===== src/rtl/cvt_seq_pkg.sv =====
// Shared encodings for the converter sequencing controller.
// Assumes: driver mode values are decoded by the gate-driver stage as-is.
package cvt_seq_pkg;

    typedef enum logic [1:0] {
        GATE_OFF = 2'd0,
        GATE_LOW = 2'd1,
        GATE_PWM = 2'd2
    } gate_mode_e;

    typedef enum logic [1:0] {
        ST_OFF   = 2'd0,
        ST_SOFT  = 2'd1,
        ST_RUN   = 2'd2,
        ST_FAULT = 2'd3
    } seq_state_e;

endpackage


===== src/rtl/cvt_flag_sync.sv =====
// Multi-stage synchroniser for a vector of independent comparator flags.
// Assumes: each bit is a level that changes slowly relative to clk; bits are
// not required to arrive together.
module cvt_flag_sync #(
    parameter int WIDTH  = 1,
    parameter int STAGES = 2
) (
    input  logic             clk,
    input  logic             rst_n,
    input  logic [WIDTH-1:0] d_i,
    output logic [WIDTH-1:0] q_o
);

    logic [WIDTH-1:0] stage_q [STAGES];

    // First stage captures the raw flags.
    always_ff @(posedge clk) begin
        if (!rst_n) stage_q[0] <= '0;
        else        stage_q[0] <= d_i;
    end

    genvar g;
    generate
        for (g = 1; g < STAGES; g++) begin : g_stage
            // Each further stage re-times the previous one.
            always_ff @(posedge clk) begin
                if (!rst_n) stage_q[g] <= '0;
                else        stage_q[g] <= stage_q[g-1];
            end
        end
    endgenerate

    assign q_o = stage_q[STAGES-1];

endmodule


===== src/rtl/cvt_ss_stair.sv =====
// Soft-start staircase: a prescaler and a step counter that saturates at the
// all-ones code. Emits a one-clock done pulse when full scale is reached.
// Assumes: clr_i has priority over run_i; PRESC >= 2.
module cvt_ss_stair #(
    parameter int CODE_W = 6,
    parameter int PRESC  = 1000
) (
    input  logic              clk,
    input  logic              rst_n,
    input  logic              run_i,
    input  logic              clr_i,
    output logic [CODE_W-1:0] code_o,
    output logic              done_o
);

    localparam int PW = (PRESC > 1) ? $clog2(PRESC) : 1;
    localparam logic [PW-1:0]     PLAST = PW'(PRESC - 1);
    localparam logic [CODE_W-1:0] FULL  = '1;

    logic [PW-1:0]     presc_q;
    logic [CODE_W-1:0] step_q;
    logic              done_q;
    logic              hit;

    assign hit = (presc_q == PLAST);

    // Advance the prescaler and step the code once per prescaled interval.
    always_ff @(posedge clk) begin
        if (!rst_n || clr_i) begin
            presc_q <= '0;
            step_q  <= '0;
            done_q  <= 1'b0;
        end else if (run_i) begin
            done_q <= hit && (step_q == FULL - 1'b1);
            if (hit) begin
                presc_q <= '0;
                if (step_q != FULL) step_q <= step_q + 1'b1;
            end else begin
                presc_q <= presc_q + 1'b1;
            end
        end else begin
            done_q <= 1'b0;
        end
    end

    assign code_o = step_q;
    assign done_o = done_q;

    // The staircase never steps backwards while it runs uncleared.
    assert_monotonic_R3: assert property (@(posedge clk) disable iff (!rst_n)
        (run_i && !clr_i) |=> (step_q >= $past(step_q)));

    // A done pulse only appears with the code at full scale.
    assert_done_full_R3: assert property (@(posedge clk) disable iff (!rst_n)
        done_q |-> (step_q == FULL));

endmodule


===== src/rtl/cvt_oc_tracker.sv =====
// Per-switching-cycle over-current handling: a one-cycle low-side force and a
// consecutive-cycle counter that reports a trip on the LIMIT-th bad cycle.
// Assumes: oc_i is already synchronised; tick_i is a one-clock pulse.
module cvt_oc_tracker #(
    parameter int LIMIT = 7
) (
    input  logic clk,
    input  logic rst_n,
    input  logic tick_i,
    input  logic oc_i,
    input  logic watch_i,
    input  logic arm_i,
    output logic force_o,
    output logic trip_o
);

    localparam int CW = $clog2(LIMIT + 1);
    localparam logic [CW-1:0] LAST = CW'(LIMIT - 1);

    logic [CW-1:0] cnt_q;
    logic          force_q;

    // Count consecutive bad ticks while armed; any clean tick restarts it.
    always_ff @(posedge clk) begin
        if (!rst_n || !arm_i)    cnt_q <= '0;
        else if (tick_i) begin
            if (!oc_i)           cnt_q <= '0;
            else if (cnt_q == LAST) cnt_q <= '0;
            else                 cnt_q <= cnt_q + 1'b1;
        end
    end

    // Hold the low-side force from one tick to the next.
    always_ff @(posedge clk) begin
        if (!rst_n || !watch_i) force_q <= 1'b0;
        else if (tick_i)        force_q <= oc_i;
    end

    assign force_o = force_q;
    assign trip_o  = arm_i && tick_i && oc_i && (cnt_q == LAST);

    // The count stays below the trip limit.
    assert_cnt_limit_R6: assert property (@(posedge clk) disable iff (!rst_n)
        cnt_q <= LAST);

    // Leaving the armed state clears the count.
    assert_disarm_clears_R10: assert property (@(posedge clk) disable iff (!rst_n)
        !arm_i |=> (cnt_q == '0));

endmodule


===== src/rtl/cvt_seq_ctrl.sv =====
// Converter protection sequencer. Walks off / soft-start / run / hiccup fault
// and overlays over-voltage, over-temperature and per-cycle over-current
// steering onto the driver mode.
// Assumes: all flags are asynchronous levels; cyc_tick_i is synchronous.
module cvt_seq_ctrl #(
    parameter int CODE_W         = 6,
    parameter int PRESC          = 1000,
    parameter int OC_LIMIT       = 7,
    parameter int HICCUP_PERIODS = 7,
    parameter int SYNC_STAGES    = 2
) (
    input  logic              clk,
    input  logic              rst_n,
    input  logic              en_ok_i,
    input  logic              sup_low_i,
    input  logic              sup_high_i,
    input  logic              oc_i,
    input  logic              ov_i,
    input  logic              ot_i,
    input  logic              cyc_tick_i,
    output logic [1:0]        gate_mode_o,
    output logic [CODE_W-1:0] ss_code_o
);
    import cvt_seq_pkg::*;

    localparam int HW = $clog2(HICCUP_PERIODS + 1);
    localparam logic [HW-1:0]     HLAST = HW'(HICCUP_PERIODS - 1);
    localparam logic [CODE_W-1:0] FULL  = '1;

    logic [5:0]  flags_s;
    logic        en_s, sup_low_s, sup_high_s, oc_s, ov_s, ot_s;
    logic        uv_lock_q;
    logic        off_req;
    seq_state_e  state_q, state_n;
    logic [HW-1:0] hic_q;
    logic        st_run, st_clr, ss_done;
    logic [CODE_W-1:0] st_code;
    logic        oc_force, oc_trip;

    cvt_flag_sync #(.WIDTH(6), .STAGES(SYNC_STAGES)) u_sync (
        .clk   (clk),
        .rst_n (rst_n),
        .d_i   ({en_ok_i, sup_low_i, sup_high_i, oc_i, ov_i, ot_i}),
        .q_o   (flags_s)
    );
    assign {en_s, sup_low_s, sup_high_s, oc_s, ov_s, ot_s} = flags_s;

    // Lockout latch: set below the low threshold, released above the high one.
    always_ff @(posedge clk) begin
        if (!rst_n)          uv_lock_q <= 1'b1;
        else if (sup_low_s)  uv_lock_q <= 1'b1;
        else if (sup_high_s) uv_lock_q <= 1'b0;
    end

    assign off_req = !en_s || uv_lock_q;

    // Next-state selection; shutdown and lockout win over everything.
    always_comb begin
        state_n = state_q;
        if (off_req) begin
            state_n = ST_OFF;
        end else begin
            case (state_q)
                ST_OFF:   state_n = ST_SOFT;
                ST_SOFT:  if (ss_done) state_n = ST_RUN;
                ST_RUN:   if (oc_trip) state_n = ST_FAULT;
                ST_FAULT: if (ss_done && hic_q == HLAST) state_n = ST_SOFT;
                default:  state_n = ST_OFF;
            endcase
        end
    end

    // State register.
    always_ff @(posedge clk) begin
        if (!rst_n) state_q <= ST_OFF;
        else        state_q <= state_n;
    end

    // Count completed staircase periods while the fault holds.
    always_ff @(posedge clk) begin
        if (!rst_n || state_q != ST_FAULT) hic_q <= '0;
        else if (ss_done)                  hic_q <= (hic_q == HLAST) ? '0 : hic_q + 1'b1;
    end

    assign st_run = (state_q == ST_SOFT) || (state_q == ST_FAULT);
    assign st_clr = (state_q == ST_OFF) || (state_q == ST_RUN) ||
                    ((state_q == ST_FAULT) && ss_done);

    cvt_ss_stair #(.CODE_W(CODE_W), .PRESC(PRESC)) u_stair (
        .clk    (clk),
        .rst_n  (rst_n),
        .run_i  (st_run),
        .clr_i  (st_clr),
        .code_o (st_code),
        .done_o (ss_done)
    );

    cvt_oc_tracker #(.LIMIT(OC_LIMIT)) u_oc (
        .clk     (clk),
        .rst_n   (rst_n),
        .tick_i  (cyc_tick_i),
        .oc_i    (oc_s),
        .watch_i ((state_q == ST_SOFT) || (state_q == ST_RUN)),
        .arm_i   (state_q == ST_RUN),
        .force_o (oc_force),
        .trip_o  (oc_trip)
    );

    // Driver mode and reference code from the state and the overlays.
    always_comb begin
        case (state_q)
            ST_OFF:   gate_mode_o = GATE_OFF;
            ST_FAULT: gate_mode_o = GATE_LOW;
            default:  gate_mode_o = (ov_s || ot_s || oc_force) ? GATE_LOW : GATE_PWM;
        endcase
        case (state_q)
            ST_SOFT: ss_code_o = st_code;
            ST_RUN:  ss_code_o = FULL;
            default: ss_code_o = '0;
        endcase
    end

    // Enable low drives the outputs off on the following cycle.
    assert_off_gate_R1: assert property (@(posedge clk) disable iff (!rst_n)
        !en_s |=> (gate_mode_o == GATE_OFF && ss_code_o == '0));

    // Mode value 3 never appears.
    assert_mode_legal_R1: assert property (@(posedge clk) disable iff (!rst_n)
        gate_mode_o != 2'd3);

    // Between the thresholds the lockout holds its value.
    assert_lock_hold_R2: assert property (@(posedge clk) disable iff (!rst_n)
        (!sup_low_s && !sup_high_s) |=> $stable(uv_lock_q));

    // Soft-start never proceeds straight into a fault.
    assert_softstart_no_fault_R4: assert property (@(posedge clk) disable iff (!rst_n)
        (state_q == ST_SOFT) |=> (state_q != ST_FAULT));

    // Over-voltage keeps the high side off.
    assert_ov_low_R8: assert property (@(posedge clk) disable iff (!rst_n)
        ov_s |-> (gate_mode_o != GATE_PWM));

    // Over-temperature keeps the high side off.
    assert_ot_low_R9: assert property (@(posedge clk) disable iff (!rst_n)
        ot_s |-> (gate_mode_o != GATE_PWM));

endmodule


===== config.mk =====
export PLATFORM = sky130hd
export DESIGN_NAME = cvt_seq_ctrl
export DESIGN_NICKNAME = d
export VERILOG_FILES = /design/src/rtl/cvt_seq_pkg.sv /design/src/rtl/cvt_flag_sync.sv /design/src/rtl/cvt_ss_stair.sv /design/src/rtl/cvt_oc_tracker.sv /design/src/rtl/cvt_seq_ctrl.sv
export SDC_FILE = /design/constraint.sdc
export NUM_CORES = 1
export LEC_CHECK = 0
export ABC_AREA = 1
export BUFFER_PORTS_ARGS = -buffer_cell sky130_fd_sc_hd__buf_2
export CAP_MARGIN = 20
export CORE_MARGIN = 2
export CORE_UTILIZATION = 33
export CTS_BUF_LIST = sky130_fd_sc_hd__clkbuf_16
export DETAILED_ROUTE_END_ITERATION = 10
export GPL_TIMING_DRIVEN = 1
export PLACE_DENSITY = 0.53
export SYNTH_ARGS = -nofsm -noshare
export SYNTH_HDL_FRONTEND = slang
export SYNTH_HIERARCHICAL = 1
export SYNTH_SLANG_ARGS = --single-unit

===== constraint.sdc =====
create_clock -name clk -period 3.25 [get_ports clk]
set_input_delay 0.65 -clock clk [delete_from_list [all_inputs] [get_ports clk]]
set_output_delay 0.65 -clock clk [all_outputs]
set_load 0.05 [all_outputs]

==> impl_summary.txt <==
----------------------------------------------------
[Timing]
  Fmax ... 417 MHz
  Worst path setup slack after routing ... 0.851 ns
  Number of failing setup endpoints in the final timing report ... 0
  Worst-margin pin slew ... 0.344 ns
  Hold Violations, Final ... 0
  Total Negative Setup Slacks ... 0 ns
  Ratio of final minimum period to clock period ... 0.738
  Final-report max-slew violation count ... 0
  Final Skew ... 0.00502 ns
  Worst slew margin relative to its limit ... 0.771
  Clock period minus final worst setup slack ... 2.40 ns
  Setup repair after global routing missed its margin ... false

[Run status]
  Run status ... complete, no violations

[GRT]
  Antenna violations before repair ... 0
  Wire length of the first global-routing pass ... 6160 µm
  Met1 usage ... 0.157
  Busiest layer in global routing ... met2
  Met3 global-route usage ... 0.0386
  Overall global routing resource usage ... 0.125
  Global route overflow ... 0
  Largest net degree at the start of global routing ... 19
  Via count of the first global-routing pass ... 1,466
  Met2 capacity usage during global routing ... 0.196

[Finish]
  Design Area, Final ... 2160 µm²
  Number of standard cells in the final layout excluding fillers ... 356
  Share of final-layout standard cells stronger than drive strength 1 ... 0.169
  Final #Nets ... 299
  Area growth from synthesis to layout ... 15.9%
  Area of the multi-input gates ... 866 µm²
  FILL cells ... 618
  Ant diodes ... 0
  Register area ... 781 µm²

[Power]
  Part of the total power dissipated in the clock network ... 0.486
  Cell Pwr Density ... 457 nW/µm²
  Net Sw Frac ... 0.214
  Fraction of power consumed by combinational cells ... 0.019
  Final Power ... 0.987 mW
  Internal Pwr Total ... 0.776 mW
  Net switching component of the power ... 0.211 mW
  Sequential group share of total power ... 0.494
  Highest ir drop seen on vdd ... 185 µV
  Leakage Power ... 0.946 nW

[Floorplanning]
  Placeable core region ... 5470 µm²
  Die boundary height ... 79.1 µm
  Number of rows in the core area ... 27
  Die ar. ... 6260 µm²
  Initial core utilization ... 0.340
  Number of ports placed on the die boundary ... 17
  DIE WIDTH ... 79.1 µm

[Logic synthesis]
  Synth warn ... 6
  Fraction of synthesized cell area taken by the top area cell type ... 0.419
  Top post-synthesis cells by area ... sky130_fd_sc_hd__dfxtp_1 42%, sky130_fd_sc_hd__nand2_1 12%, sky130_fd_sc_hd__inv_1 9.3%, sky130_fd_sc_hd__nor2_1 6.3%, sky130_fd_sc_hd__a21oi_1 5.1%
  Register bit total from synthesis ... 39
  EDFF count, synth ... 0
  Top-count cell post-synth ... sky130_fd_sc_hd__nand2_1
  Total nets after synthesis ... 278
  Share of flip-flops with an asynchronous set or reset ... 0
  Synthesized instance count ... 262
  Area leader, netlist ... sky130_fd_sc_hd__dfxtp_1
  Cell area after synthesis ... 1860 µm²
  Number of library cell types mapped by synthesis ... 28
  Seq/Total Area, Yosys ... 0.419
  Average cell area after synthesis ... 7.11 µm²
  Dominant synthesized flop cell ... sky130_fd_sc_hd__dfxtp_1
  Most instantiated cells after synthesis ... 58 x sky130_fd_sc_hd__nand2_1, 46 x sky130_fd_sc_hd__inv_1, 39 x sky130_fd_sc_hd__dfxtp_1, 31 x sky130_fd_sc_hd__nor2_1, 19 x sky130_fd_sc_hd__a21oi_1

[Placed design]
  Cell area reported after detailed placement ... 2010 µm²
  Cells after DPL ... 348
  Dpl ws ... 1.15 ns
  Port Buffer Count ... 16
  Routability-driven placement congestion ratio ... 0.814
  HPWL Detailed ... 2510 µm

[Worst setup path]
  Worst endpoint data arrival time ... 1.75 ns
  Crit path required time ... 2.60 ns
  Element type at the critical path start ... register
  Maximum net fanout on the critical path ... 8
  Type of the setup path with the least slack ... register to output port
  Critical Path End Type ... output port

[Clocking]
  Post-CTS setup repair buffer count ... 0
  Number of instances resized during post-cts repair ... 0
  TritonCTS sink count ... 39
  Worst-case clock buffer depth ... 2
  Number of H-tree levels ... 2
  Insertion delay to the later sink of the worst-skew pair ... 0.28 ns
  Cts hold-fix bufs ... 0
  CTS tree ... built
  Number of buffers created by CTS ... 5
  Clock slew seen by the registers of the worst setup and hold paths ... 0.06 ns
  Buffer cell driving the clock tree root ... sky130_fd_sc_hd__clkbuf_16

[Routing]
  Vias per cell ... 4.35
  Total wire length after detailed routing ... 3420 µm
  Via count ... 1,550
  Number of DRC violations after detailed-routing iteration 0 ... 48
  Number of optimization iterations in the first detailed-route pass ... 4
  Wire length per cell after detailed routing ... 9.60 µm
  Remaining routing DRC violations ... 0
  Number of nets with antenna violations after routing ... 0

[Worst hold path]
  Worst min-delay path category ... register to register

[Flow run]
  Number of maximum-capacitance constraint violations ... 0

----------------------------------------------------
-- cell families after synthesis --
group / count (synthesis) / synth area share
flip-flops: 39 / 0.419
AND/OR/NAND/NOR: 129 / 0.321
buffers and inverters: 54 / 0.116
adder cells (fa/ha/maj): 7 / 0.0470
XOR/XNOR: 1 / 0.00471
AO/OA/AOI/OAI: 32 / 0.0927
-- placed cells by master, fill, tap and decap left out, drive strengths merged --
master	netlist	final
a21oi	20	20
and3	1	1
buf	2	16
clkbuf	0	5
clkinv	2	3
clkinvlp	0	2
dfxtp	39	39
ha	7	7
inv	50	50
nand2	67	67
nand3	10	10
nand3b	1	1
nand4	7	7
nor2	36	36
nor3	5	5
nor4	1	1
o211ai	1	1
o21ai	10	10
o21bai	1	1
or2	1	1
xor2	1	1
-- state kept, by name (all words and copies together) (netlist names), 2 cells and up --
register	flops
hic_q	3
state_q	2
u_oc/cnt_q	3
u_stair/code_o	6
u_stair/presc_q	10
u_sync/stage_q	12
-- cell type report --
type	count	share of cell area
multi-input combinational	169	0.401
inverter	52	0.0910
sequential	39	0.362
clock buffer	5	0.0580
timing repair buffer	16	0.0371
tap	72	0.0417
clock inverter	3	0.00928
-- per-layer routing --
layer	wire length, µm	part of all wire
met2	1440	0.42
met1	1750	0.51
met3	146	0.043
met5	0	0
met4	74	0.022
-- worst max-delay path, cell delays in order (launching register included) --
cell and delay (ns):
sky130_fd_sc_hd__dfxtp_1 0.38, sky130_fd_sc_hd__inv_1 0.08, sky130_fd_sc_hd__ha_1 0.34, sky130_fd_sc_hd__inv_2 0.09
sky130_fd_sc_hd__nor4_2 0.26, sky130_fd_sc_hd__buf_2 0.32
-- power groups by stage --
stage / clock (mW) / combinational, mW / sequential (mW)
floorplan: 0 / 0.0121 / 0.498
global placement: 0 / 0.0193 / 0.499
detailed placement: 0 / 0.0195 / 0.499
CTS: 0.496 / 0.0196 / 0.488
global route: 0.519 / 0.0232 / 0.489
finish: 0.480 / 0.0191 / 0.488
-- through the flow --
step | hold slack, ns | utilization
6_report | 0.408 | 0.394
4_1_cts | 0.410 | 0.394
2_1_floorplan | 0.386 | -
3_3_place_gp | 0.392 | 0.368
5_1_grt | 0.446 | 0.394
3_5_place_dp | 0.396 | 0.368
-- final timing paths --
| check | depth (start not counted) | end | slack, ns | start |
|---|---|---|---|---|
| worst max register to register | 12 | u_stair/code_o[1] | 1.29 | state_q[1] |
| worst min-delay path | 2 | u_sync/stage_q[1][4] | 0.41 | u_sync/stage_q[0][4] |
| worst min register to register | 2 | u_sync/stage_q[1][4] | 0.41 | u_sync/stage_q[0][4] |
| worst max-delay path | 5 | gate_mode_o[1] | 0.85 | state_q[0] |
No activity file was read; power rests on OpenSTA's default activity.
